`src/rtl/usra_pkg.sv`:
```
package usra_pkg;
  localparam int INSN_W  = 32;
  localparam int N_SIZES = 4;

  localparam logic [6:0] FIXED_PAT = 7'b1011110;

  typedef enum logic [5:0] {
    OPC_SHR  = 6'b000001,
    OPC_SRA  = 6'b000101,
    OPC_RSHR = 6'b001001,
    OPC_RSRA = 6'b001101
  } opc_e;

  typedef struct packed {
    logic       q;
    logic [1:0] size_idx;
    logic [6:0] shift;
    logic       do_round;
    logic       do_acc;
    logic       dec_err;
    logic       rsv_err;
  } dec_t;
endpackage

```
`src/rtl/usra_decode.sv`:
```
module usra_decode
  import usra_pkg::*;
(
  input  logic [INSN_W-1:0] insn,
  output dec_t              dec
);
  logic [3:0] immh;
  logic [2:0] immb;
  logic [5:0] opc;
  logic [1:0] size;
  logic [7:0] twice;
  logic       fixed_ok;
  logic       opc_ok;
  logic       unused_regfields;

  assign unused_regfields = ^insn[9:0];

  always_comb begin
    immh     = insn[22:19];
    immb     = insn[18:16];
    opc      = insn[15:10];
    fixed_ok = !insn[31] && (insn[29:23] == FIXED_PAT);
    opc_ok   = (opc == OPC_SHR) || (opc == OPC_SRA) ||
               (opc == OPC_RSHR) || (opc == OPC_RSRA);
    if (immh[3])      size = 2'd3;
    else if (immh[2]) size = 2'd2;
    else if (immh[1]) size = 2'd1;
    else              size = 2'd0;
    twice        = 8'd16 << size;
    dec.size_idx = size;
    dec.shift    = 7'(twice - {1'b0, immh, immb});
    dec.q        = insn[30];
    dec.do_round = opc[3];
    dec.do_acc   = opc[2];
    dec.dec_err  = !fixed_ok || !opc_ok || (immh == 4'd0);
    dec.rsv_err  = fixed_ok && opc_ok && (immh != 4'd0) && !insn[30] && immh[3];
  end
endmodule

```
`src/rtl/usra_lane_bank.sv`:
```
module usra_lane_bank #(
  parameter int VEC_W  = 128,
  parameter int LANE_W = 8
) (
  input  logic [VEC_W-1:0] src,
  input  logic [VEC_W-1:0] dst,
  input  logic [6:0]       shift,
  input  logic             do_round,
  input  logic             do_acc,
  output logic [VEC_W-1:0] res
);
  localparam int N_LANES = VEC_W / LANE_W;

  for (genvar i = 0; i < N_LANES; i++) begin : g_lane
    logic [LANE_W-1:0] x;
    logic [LANE_W-1:0] d;
    logic [LANE_W-1:0] shifted;
    logic [LANE_W-1:0] addend;
    logic [LANE_W-1:0] sum;
    logic              rbit;

    always_comb begin
      x       = src[i*LANE_W +: LANE_W];
      d       = dst[i*LANE_W +: LANE_W];
      shifted = LANE_W'({1'b0, x} >> shift);
      rbit    = do_round & 1'({x, 1'b0} >> shift);
      addend  = do_acc ? d : '0;
      sum     = shifted + {{(LANE_W-1){1'b0}}, rbit} + addend;
    end

    assign res[i*LANE_W +: LANE_W] = sum;
  end
endmodule

```
`src/rtl/vec_ursra_unit.sv`:
```
module vec_ursra_unit
  import usra_pkg::*;
#(
  parameter int VEC_W = 128
) (
  input  logic              clk,
  input  logic              rst,
  input  logic              in_valid,
  input  logic [INSN_W-1:0] insn,
  input  logic [VEC_W-1:0]  src_vec,
  input  logic [VEC_W-1:0]  dst_vec,
  output logic              out_valid,
  output logic [VEC_W-1:0]  result,
  output logic              err_decode,
  output logic              err_reserved
);
  localparam int HALF_W = VEC_W / 2;

  dec_t             dec;
  logic [VEC_W-1:0] bank_res [N_SIZES];
  logic [VEC_W-1:0] sel;

  usra_decode u_dec (
    .insn (insn),
    .dec  (dec)
  );

  for (genvar g = 0; g < N_SIZES; g++) begin : g_bank
    usra_lane_bank #(
      .VEC_W  (VEC_W),
      .LANE_W (8 << g)
    ) u_bank (
      .src      (src_vec),
      .dst      (dst_vec),
      .shift    (dec.shift),
      .do_round (dec.do_round),
      .do_acc   (dec.do_acc),
      .res      (bank_res[g])
    );
  end

  always_comb begin
    sel = bank_res[dec.size_idx];
    if (!dec.q) sel[VEC_W-1:HALF_W] = '0;
    if (dec.dec_err || dec.rsv_err) sel = '0;
  end

  always_ff @(posedge clk) begin
    if (rst) begin
      out_valid    <= 1'b0;
      result       <= '0;
      err_decode   <= 1'b0;
      err_reserved <= 1'b0;
    end else begin
      out_valid    <= in_valid;
      result       <= in_valid ? sel : '0;
      err_decode   <= in_valid & dec.dec_err;
      err_reserved <= in_valid & dec.rsv_err;
    end
  end
endmodule

```
`config.mk`:
```
export PLATFORM = sky130hd
export DESIGN_NAME = vec_ursra_unit
export DESIGN_NICKNAME = d
export VERILOG_FILES = /design/src/rtl/usra_pkg.sv /design/src/rtl/usra_decode.sv /design/src/rtl/usra_lane_bank.sv /design/src/rtl/vec_ursra_unit.sv
export SDC_FILE = /design/constraint.sdc
export NUM_CORES = 2
export LEC_CHECK = 0
export BUFFER_PORTS_ARGS = -buffer_cell sky130_fd_sc_hd__buf_2
export CORE_ASPECT_RATIO = 0.75
export CORE_MARGIN = 3
export CORE_UTILIZATION = 40
export DETAILED_ROUTE_END_ITERATION = 7
export SLEW_MARGIN = 20
export SYNTH_ARGS = -nofsm -noshare
export SYNTH_HDL_FRONTEND = slang
export SYNTH_SLANG_ARGS = --single-unit
```
`constraint.sdc`:
```
create_clock -name clk -period 9.8 [get_ports clk]
set_input_delay 0.98 -clock clk [delete_from_list [all_inputs] [get_ports clk]]
set_output_delay 0.98 -clock clk [all_outputs]
set_load 0.01 [all_outputs]
```
==> metrics.md <==
| Metric | Value |
|---|---|
| Status | `completed` |
| Cell Area, Synth | `41500 um2` |
| Crit. End Element | `flip-flop` |
| Post-synth top area share | `13.7%` |
| Grt ovf | `0` |
| Fmax | `126 MHz` |
| CP startpoint | `insn[16]` |
| Unrepaired setup endpoints after global routing | `no` |
| Layout Utilization | `44.9%` |
| Final Cycle Share | `80.9%` |
| Area contributors post-synth | `ha_1 (14%), a21oi_1 (9.2%), nor2_1 (7.2%)` |
| Most frequent cell after synthesis | `nor2_1` |
| CP Data Required Time | `10270 ps` |
| Post-synth top flop | `dfxtp_1` |
| Htree depth | `4` |
| Critical Path Source Type | `input port` |
| Avg WL per Cell | `27.4 um` |
| Most frequent CP cell | `a21oi_1` |
| Worst path bufs/invs | `5` |
| Peak supply drop | `0.108 mV` |
| Setup TNS | `0 ps` |
| Final hold violation count | `0` |
| Dpl ws | `1590 ps` |
| Inserted Clock Buffers | `17` |
| Initial antenna violation count | `12` |
| P&R area growth vs syn | `10.4%` |
| Largest net degree at the start of global routing | `129` |
| Die Span Y | `285 um` |
| Vias/cell | `6.48` |
| DRC errors left | `0` |
| Stages on the worst setup path | `26` |
| Total Wirelength | `213 mm` |
| Post-CTS Resized | `0` |
| CP max FO | `46` |
| Tmin final | `7930 ps` |
| Buffers on Ports | `411` |
| FF+latch count, synth | `131` |
| Vias in the first global route | `45416` |
| CTS root buffer | `clkbuf_16` |
| Pre-antenna DRT Iters | `8` |
| Final Net Count | `7224` |
| P_leak | `21.0 nW` |
| GRT Util Overall | `37.9%` |
| Pins over their slew limit | `0` |
| Max-capacitance violation count | `0` |
| Max stage delay cell, worst path | `o311ai_1` |
| CTS clock-pin slew for the worst setup and hold paths | `70 ps` |
| Sequential area share after synthesis | `6.32%` |
| CTS tree | `built` |
| Final Setup Violations | `0` |
| Post-route cell area | `45800 um2` |
| Worst hold slack | `620 ps` |
| Final WS setup | `1870 ps` |
| Post-Syn Instances | `6237` |
| Die area | `108000 um2` |
| CTS Sinks | `131` |
| CP arrival | `8400 ps` |
| I/O Pins | `422` |
| Synth warn | `0` |
| Post-CTS setup buffer count | `0` |
| Finished Layout Cells | `7780` |
| DRT iter0 DRCs | `6892` |
| Post-synth ARST share | `0%` |
| Setup CP Type | `input port to flip-flop` |
| Worst slew pin tran | `1250 ps` |
| Deepest clock path buffer count | `2` |
| Post-synthesis net count | `7043` |
| Max-slew headroom | `16.3%` |
| Global-route wire length before repair | `305 mm` |
| DR vias | `50417` |
| Synth cell count leaders | `nor2_1 (797), a21oi_1 (764), nand2_1 (553)` |
| Total core area | `102000 um2` |
| Mapped Avg Cell Area | `6.65 um2` |
| Dpl hpwl | `166 mm` |
| Row cnt | `101` |
| Share of layout cells above drive strength 1 | `11.5%` |
| Final estimated routing congestion in global placement | `1.03` |
| Worst min-delay path category | `input port to flip-flop` |
| Placed insts | `7738` |
| Area leader, netlist | `ha_1` |
| Cell variety after synth | `100` |
| Post-route ant nets | `0` |
| CP max stage delay | `700 ps` |
| Critical path's top delay family | `compound AO/OA/AOI/OAI gates` |
| Pwr dens | `105 nW/um2` |
| Dpl cell area | `45100 um2` |
| Total power | `4.79 mW` |
| Worst setup path end | `result[126]$_SDFF_PP0_` |
| Initial Util | `40.7%` |
| Cts hold-fix bufs | `0` |
| Post-synth EDFFs | `0` |
| Die span in x | `378 um` |
-- per-layer routing --
metal	GRT usage, %	part of all wire [%]	vias up	wire length (um)
met5	0	0.018	-	39
met4	16.1	4.7	8	10000
met1	53.3	43	23638	91500
li1	-	-	23130	-
met3	10.8	13	503	27200
met2	53.1	40	3138	84500
-- placed cells by master, fill, tap and decap left out, types with 149 or more instances in the layout --
| cell type | Yosys | layout |
|---|---|---|
| a211oi_1 | 149 | 149 |
| o21ai_0 | 434 | 432 |
| ha_1 | 455 | 454 |
| inv_1 | 173 | 171 |
| nor3_1 | 182 | 182 |
| xnor2_1 | 237 | 231 |
| nor2_1 | 797 | 787 |
| buf_2 | 32 | 407 |
| nand2_1 | 553 | 548 |
| a21oi_1 | 764 | 762 |
| and2_1 | 198 | 198 |
| a21o_1 | 174 | 174 |
-- power by group --
part / switching, mW / internal (mW)
logic: 2.33 / 1.14
registers: 0.0000976 / 0.533
clock network: 0.322 / 0.464
-- area by class of cell --
cell class / count / area (um2)
fillers: 10900 / 56200
multi-input cells: 5558 / 37000
repair buffers: 534 / 3140
flip-flops and latches: 131 / 2620
well taps: 1339 / 1680
inverters: 176 / 663
clock buffers: 20 / 457
clock inverters: 12 / 204
diodes: 10 / 25.0
-- flip-flops by register name, summed over array words and instances (netlist names) --
| register | count |
|---|---|
| result | 128 |
| err_decode | 1 |
| err_reserved | 1 |
| out_valid | 1 |
-- how the worst min path moves through the flow --
stage | startpoint | end | slack (ps) | cells past startpoint
final | rst | out_valid$_SDFF_PP0_ | 620 | 2
after global routing | rst | out_valid$_SDFF_PP0_ | 610 | 2
after CTS | rst | out_valid$_SDFF_PP0_ | 580 | 2
after detailed placement | rst | out_valid$_SDFF_PP0_ | 1190 | 2
after global placement | rst | out_valid$_SDFF_PP0_ | 1190 | 2
after floorplan | insn[30] | err_reserved$_SDFF_PP0_ | 1060 | 1
-- cell families (layout without fill, tap and decap cells) --
family | count (synthesis) | count (layout) | synth area share [%]
compound gates | 2199 | 2199 | 33.3
xor+xnor | 372 | 372 | 7.91
fa+ha+maj | 515 | 515 | 16.6
buf+inv | 548 | 742 | 5.06
flops | 131 | 131 | 6.32
mux | 202 | 202 | 5.24
other cells | 0 | 10 | 0
simple gates | 2270 | 2270 | 25.5
Note: power is estimated with default switching activity, not from simulation.
